## src/rtl/gro_pkg.sv

```systemverilog
package gro_pkg;
  typedef enum logic [1:0] {
    OSC_STOP = 2'd0,
    OSC_SLOW = 2'd1,
    OSC_FAST = 2'd2
  } osc_mode_e;

  function automatic osc_mode_e decode_mode(input logic en, input logic fsel);
    if (!en)      return OSC_STOP;
    else if (fsel) return OSC_FAST;
    else           return OSC_SLOW;
  endfunction
endpackage

```

## src/rtl/gro_phase_acc.sv

```systemverilog
module gro_phase_acc
  import gro_pkg::*;
#(
  parameter int ACC_W     = 16,
  parameter int FAST_STEP = 16384
) (
  input  logic      clk_i,
  input  logic      rst_ni,
  input  osc_mode_e mode_i,
  output logic      edge_o
);
  localparam logic [ACC_W-1:0] FAST_INC = ACC_W'(FAST_STEP);
  localparam logic [ACC_W-1:0] SLOW_INC = ACC_W'(FAST_STEP / 2);

  logic [ACC_W-1:0] phase_q;
  logic [ACC_W-1:0] step;
  logic [ACC_W:0]   sum;
  logic             edge_q;

  always_comb begin
    unique case (mode_i)
      OSC_FAST: step = FAST_INC;
      OSC_SLOW: step = SLOW_INC;
      default:  step = '0;
    endcase
    sum = {1'b0, phase_q} + {1'b0, step};
  end

  // phase is held (not cleared) while stopped
  always_ff @(posedge clk_i or negedge rst_ni) begin
    if (!rst_ni) begin
      phase_q <= '0;
      edge_q  <= 1'b0;
    end else begin
      phase_q <= sum[ACC_W-1:0];
      edge_q  <= sum[ACC_W];
    end
  end

  assign edge_o = edge_q;
endmodule

```

## src/rtl/gro_edge_counter.sv

```systemverilog
module gro_edge_counter #(
  parameter int CNT_W = 16
) (
  input  logic             clk_i,
  input  logic             rst_ni,
  input  logic             edge_i,
  output logic [CNT_W-1:0] cnt_o
);
  logic [CNT_W-1:0] cnt_q;

  always_ff @(posedge clk_i or negedge rst_ni) begin
    if (!rst_ni)     cnt_q <= '0;
    else if (edge_i) cnt_q <= cnt_q + CNT_W'(1);
  end

  assign cnt_o = cnt_q;
endmodule

```

## src/rtl/gro_sample_ctrl.sv

```systemverilog
module gro_sample_ctrl #(
  parameter int SAMPLE_DIV  = 20,
  parameter int CAPTURE_DLY = 2
) (
  input  logic clk_i,
  input  logic rst_ni,
  output logic strobe_o,
  output logic capture_o
);
  localparam int DIV_W = (SAMPLE_DIV > 2) ? $clog2(SAMPLE_DIV) : 1;
  localparam logic [DIV_W-1:0] DIV_LAST = DIV_W'(SAMPLE_DIV - 1);

  logic [DIV_W-1:0] div_q;
  logic             strobe_q;

  always_ff @(posedge clk_i or negedge rst_ni) begin
    if (!rst_ni) begin
      div_q    <= '0;
      strobe_q <= 1'b0;
    end else begin
      div_q    <= (div_q == DIV_LAST) ? '0 : div_q + DIV_W'(1);
      strobe_q <= (div_q == DIV_LAST);
    end
  end

  assign strobe_o = strobe_q;

  // settle delay between strobe and counter capture
  generate
    if (CAPTURE_DLY == 0) begin : g_no_dly
      assign capture_o = strobe_q;
    end else begin : g_dly
      logic [CAPTURE_DLY-1:0] dly_q;
      always_ff @(posedge clk_i or negedge rst_ni) begin
        if (!rst_ni) dly_q <= '0;
        else         dly_q <= {dly_q, strobe_q};
      end
      assign capture_o = dly_q[CAPTURE_DLY-1];
    end
  endgenerate
endmodule

```

## src/rtl/gro_count_capture.sv

```systemverilog
module gro_count_capture #(
  parameter int CNT_W = 16
) (
  input  logic             clk_i,
  input  logic             rst_ni,
  input  logic             capture_i,
  input  logic [CNT_W-1:0] cnt_i,
  output logic [CNT_W-1:0] count_o,
  output logic             valid_o
);
  logic [CNT_W-1:0] last_q;
  logic [CNT_W-1:0] count_q;
  logic             valid_q;

  always_ff @(posedge clk_i or negedge rst_ni) begin
    if (!rst_ni) begin
      last_q  <= '0;
      count_q <= '0;
      valid_q <= 1'b0;
    end else begin
      valid_q <= capture_i;
      if (capture_i) begin
        last_q  <= cnt_i;
        count_q <= cnt_i - last_q;  // modular difference absorbs wrap
      end
    end
  end

  assign count_o = count_q;
  assign valid_o = valid_q;
endmodule

```

## src/rtl/gro_edge_quantizer.sv

```systemverilog
module gro_edge_quantizer
  import gro_pkg::*;
#(
  parameter int ACC_W       = 16,
  parameter int FAST_STEP   = 16384,
  parameter int CNT_W       = 16,
  parameter int SAMPLE_DIV  = 20,
  parameter int CAPTURE_DLY = 2
) (
  input  logic             clk_i,
  input  logic             rst_ni,
  input  logic             en_i,
  input  logic             fsel_i,
  output logic             edge_o,
  output logic             strobe_o,
  output logic [CNT_W-1:0] count_o,
  output logic             valid_o
);
  osc_mode_e        mode;
  logic [CNT_W-1:0] cnt;
  logic             capture;

  assign mode = decode_mode(en_i, fsel_i);

  gro_phase_acc #(.ACC_W(ACC_W), .FAST_STEP(FAST_STEP)) u_phase (
    .clk_i  (clk_i),
    .rst_ni (rst_ni),
    .mode_i (mode),
    .edge_o (edge_o)
  );

  gro_edge_counter #(.CNT_W(CNT_W)) u_cnt (
    .clk_i  (clk_i),
    .rst_ni (rst_ni),
    .edge_i (edge_o),
    .cnt_o  (cnt)
  );

  gro_sample_ctrl #(.SAMPLE_DIV(SAMPLE_DIV), .CAPTURE_DLY(CAPTURE_DLY)) u_smp (
    .clk_i     (clk_i),
    .rst_ni    (rst_ni),
    .strobe_o  (strobe_o),
    .capture_o (capture)
  );

  gro_count_capture #(.CNT_W(CNT_W)) u_cap (
    .clk_i     (clk_i),
    .rst_ni    (rst_ni),
    .capture_i (capture),
    .cnt_i     (cnt),
    .count_o   (count_o),
    .valid_o   (valid_o)
  );
endmodule

```

## config.mk

```make
export PLATFORM = sky130hd
export DESIGN_NAME = gro_edge_quantizer
export DESIGN_NICKNAME = d
export VERILOG_FILES = /design/src/rtl/gro_pkg.sv /design/src/rtl/gro_phase_acc.sv /design/src/rtl/gro_edge_counter.sv /design/src/rtl/gro_sample_ctrl.sv /design/src/rtl/gro_count_capture.sv /design/src/rtl/gro_edge_quantizer.sv
export SDC_FILE = /design/constraint.sdc
export NUM_CORES = 1
export LEC_CHECK = 0
export BUFFER_PORTS_ARGS = -buffer_cell sky130_fd_sc_hd__buf_2
export CAP_MARGIN = 20
export CORE_UTILIZATION = 60
export CTS_CLUSTER_DIAMETER = 40
export DETAILED_ROUTE_END_ITERATION = 10
export PLACE_DENSITY = 0.79
export SYNTH_ARGS = -nofsm -noshare
export SYNTH_HDL_FRONTEND = slang
export SYNTH_SLANG_ARGS = --single-unit
```

## constraint.sdc

```tcl
create_clock -name clk_i -period 2.6 [get_ports clk_i]
set_input_delay 0.13 -clock clk_i [delete_from_list [all_inputs] [get_ports clk_i]]
set_output_delay 0.13 -clock clk_i [all_outputs]
set_load 0.005 [all_outputs]
```

==> flow_metrics.py <==
metrics = {
    "run_status": {
        "outcome": "complete, no violations",
    },
    "die": {
        "core_region_area_sq_um": 5140,
        "start_util_pct": 62.71,
        "rows": 26,
        "dieArea_sq_um": 5669,
        "ioPinCount": 23,
        "dieWidth_microns": 75.29,
        "chipHeight_microns": 75.29,
    },
    "synthesis": {
        "async_flop_share_pct": 100.0,
        "synthFlopType": "dfrtp_1",
        "syn-num-nets": 343,
        "synth-edff-count": 0,
        "yosysSeqAreaShare_pct": 47.36,
        "ys_seq_elements": 61,
        "synth.distinct_cells": 50,
        "syn_area_sq_um": 3223,
        "avgSynthCellArea_sq_um": 10.14,
        "yosysWarnings": 0,
        "syn_inst": 318,
    },
    "grt": {
        "grt_usage_pct": 24.32,
        "grt_overflow": 0,
        "grt_pass1_vias": 2225,
        "grt_max_degree": 47,
        "antenna_found_initial": 0,
        "grt_pass1_wl_mm": 10.09,
    },
    "route": {
        "routedWlPerCell_microns": 14.93,
        "vias": 2396,
        "drtIter0Drc": 186,
        "first_pass_iters": 4,
        "wl_mm": 6.285,
        "vias_per_cell": 5.691,
        "drc": 0,
        "ant_nets": 0,
    },
    "power": {
        "pwr-share-seq_pct": 35.1,
        "p_int_w": 0.002526,
        "swShare_pct": 32.42,
        "leakage_nw": 1.747,
        "powerDensity_nw_per_um2": 1016,
        "p_comb_share_pct": 37.1,
        "clockPowerShare_pct": 27.8,
        "p_sw_w": 0.001212,
        "vdd_ir_drop_max_uv": 596.6,
    },
    "layout": {
        "stdcell_count": 421,
        "nets": 371,
        "syn_to_final_growth_pct": 14.09,
        "drive_gt1_share_pct": 15.67,
        "insertedDiodeCount": 0,
    },
    "worst_hold_path": {
        "whs_path_depth": 3,
        "hold_start": "en_i",
        "min_path_type": "primary input to flop",
        "whs_endpoint": "u_phase.phase_q[13]$_DFF_PN0_",
    },
    "sta": {
        "max_freq_mhz": 406.9,
        "final.period_utilization_pct": 94.53,
        "tightest_slew_ns": 0.6840,
        "setup_violations": 0,
        "skew_ns": 0.005521,
        "rsz0062_at_grt": "false",
        "hold_violations": 0,
        "relSlewSlack_pct": 54.35,
        "post-route-min-period_ns": 2.458,
        "hold_ws_ns": 0.1391,
        "drv_slew": 0,
        "fin_setup_tns_ns": 0,
    },
    "placed_design": {
        "place_inst": 404,
        "io_buffers": 22,
        "hpwl_mm": 4.308,
        "gp_congestion": 0.8913,
    },
    "clocking": {
        "clkTransAtPathRegs_ns": 0.07,
        "clockBufferDepth": 2,
        "cts_inserted_buffers": 9,
        "cts_resized": 0,
        "root_buffer": "clkbuf_8",
        "cts_tree": "yes",
        "cts_setup_buffers": 0,
        "worstSkewPairLatency_ns": 0.34,
        "cts.sinks": 61,
        "htree_levels": 3,
    },
    "worst_setup_path": {
        "crit_family": "compound AO/OA/AOI/OAI gates",
        "max_stage_delay_ns": 0.43,
        "r2r_end": "u_cap.count_o[12]$_DFFE_PN0P_",
        "crit_fanout": 5,
        "reg2reg_setup_slack_ns": 0.14,
        "cp_cell_sequence": "inv_1, ha_1, fa_1, and2b_4, o2111ai_4, a2111oi_4, buf_4, o21a_1, o31ai_1",
        "r2r.worst_path.cells": 9,
        "path_class": "flop to flop",
        "cpMaxStageDelayCell": "a2111oi_4",
        "path_depth": 9,
        "crit_buf_inv": 2,
        "critPathLaunchType": "flop",
        "r2r_start": "u_cnt.cnt_o[0]$_DFFE_PN0P_",
        "required_ns": 2.81,
        "crit_path_end_kind": "flop",
        "arrival_ns": 2.66,
    },
    "flow_run": {
        "max_cap_viol_count": 0,
    },
}
==> area by class of cell <==
| class | count | area, sq um |
|---|---|---|
| clock buffers | 9 | 123.9 |
| clock inverters | 7 | 123.9 |
| fillers | 388 | 1463 |
| inverters | 20 | 75.07 |
| multi-input cells | 228 | 1585 |
| flip-flops and latches | 61 | 1526 |
| well taps | 70 | 87.58 |
| repair buffers | 26 | 155.1 |
==> power by group through the flow <==
stage | Clock [W] | Combinational, W | Sequential, W
after floorplan | 0 | 0.000978 | 0.00131
after global placement | 0 | 0.00135 | 0.00131
after detailed placement | 0 | 0.00138 | 0.00133
after CTS | 0.00106 | 0.00139 | 0.00131
after global routing | 0.00110 | 0.00155 | 0.00135
final | 0.00104 | 0.00139 | 0.00131
==> tightest hold or removal path, cell delays in order <==
cell and delay (ns):
buf_2 0.08, nor2b_1 0.12, ha_1 0.12
==> Yosys cell counts (2+ instances only) <==
library cell | count | area share, %
o2bb2ai_1 | 2 | 0.54
nand2_1 | 40 | 4.7
nor2b_1 | 3 | 0.58
xor2_1 | 7 | 1.9
nor3_1 | 6 | 0.93
a21o_1 | 3 | 0.70
mux2_2 | 6 | 2.1
nand4_1 | 5 | 0.97
nor4_1 | 4 | 0.78
inv_1 | 20 | 2.3
dfrtp_1 | 61 | 47
o21a_1 | 8 | 1.9
a31oi_1 | 2 | 0.39
fa_1 | 2 | 1.2
a21oi_1 | 14 | 2.2
nand3_1 | 8 | 1.2
nand2b_1 | 4 | 0.78
xnor2_1 | 16 | 4.3
and3_1 | 5 | 0.97
or3_1 | 3 | 0.58
o211ai_1 | 2 | 0.47
ha_1 | 19 | 7.4
mux2i_1 | 4 | 1.2
nor2_1 | 15 | 1.7
and2_1 | 2 | 0.39
o31ai_1 | 4 | 0.93
clkbuf_1 | 7 | 0.82
o21ai_0 | 22 | 3.4
a211o_1 | 2 | 0.54
a211oi_1 | 2 | 0.47
==> logic make-up after synthesis <==
family | synth area share, %
AOI/OAI and AO/OA | 16.15
xor gates and xnor gates | 6.250
muxes | 3.338
DFF | 47.36
and+or+nand+nor | 14.83
adders and majority gates | 8.618
buffers and inverters | 3.455
==> timing repair <==
item                                    in CTS  in global routing
endpoints found under the setup margin       0                  0
hold buffers                                 1                  0
hold endpoints to repair                    22                  0
==> worst max path at each step <==
| stage | from | end | slack (ns) |
|---|---|---|---|
| 2_1_floorplan | u_cnt.cnt_o[0]$_DFFE_PN0P_ | u_cap.count_o[14]$_DFFE_PN0P_ | 0.25 |
| 3_3_place_gp | u_cnt.cnt_o[0]$_DFFE_PN0P_ | u_cap.count_o[14]$_DFFE_PN0P_ | 0.20 |
| 3_5_place_dp | u_cnt.cnt_o[0]$_DFFE_PN0P_ | u_cap.count_o[12]$_DFFE_PN0P_ | 0.14 |
| 4_1_cts | u_cnt.cnt_o[0]$_DFFE_PN0P_ | u_cap.count_o[12]$_DFFE_PN0P_ | 0.14 |
| 5_1_grt | u_cnt.cnt_o[0]$_DFFE_PN0P_ | u_cap.count_o[12]$_DFFE_PN0P_ | 0.005 |
| 6_report | u_cnt.cnt_o[0]$_DFFE_PN0P_ | u_cap.count_o[12]$_DFFE_PN0P_ | 0.14 |
==> routing by layer <==
| layer | part of all wire, % | global-route usage [%] | routed length (microns) | up-vias |
|---|---|---|---|---|
| met5 | 0 | 0 | 0 | - |
| met2 | 47 | 37.00 | 2960 | 69 |
| met4 | 1.5 | 11.11 | 97 | 0 |
| li1 | - | - | - | 1177 |
| met1 | 47 | 33.22 | 2977 | 1137 |
| met3 | 4.0 | 5.820 | 249 | 13 |
==> metrics by stage <==
stage | utilization, % | area (sq um) | setup WS [ns] | power [W]
detailed placement | 66.53 | 3420 | 0.1424 | 0.002705
CTS | 71.54 | 3677 | 0.1378 | 0.003758
finish | 71.54 | 3677 | 0.1423 | 0.003737
floorplan | - | 3223 | 0.2547 | 0.002290
global route | 71.54 | 3677 | 0.005364 | 0.003993
global placement | 66.53 | 3420 | 0.2046 | 0.002667
==> placed cells by master, fill, tap and decap left out, drive strengths merged, types with 6 or more instances in the layout <==
cell type,n
a21oi,15
and3,6
buf,25
clkbuf,9
dfrtp,61
ha,19
inv,20
mux2,6
nand2,41
nand3,8
nor2,15
nor3,6
o21a,8
o21ai,23
xnor2,16
xor2,7
==> registers in the layout (all words and copies together) (netlist names) <==
signal	flops
u_smp.g_dly.dly_q	2
u_smp.strobe_o	1
u_phase.phase_q	3
u_phase.edge_o	1
u_cap.valid_o	1
u_cap.count_o	16
u_cnt.cnt_o	16
u_smp.div_q	5
u_cap.last_q	16
(Power assumes the default switching activity.)
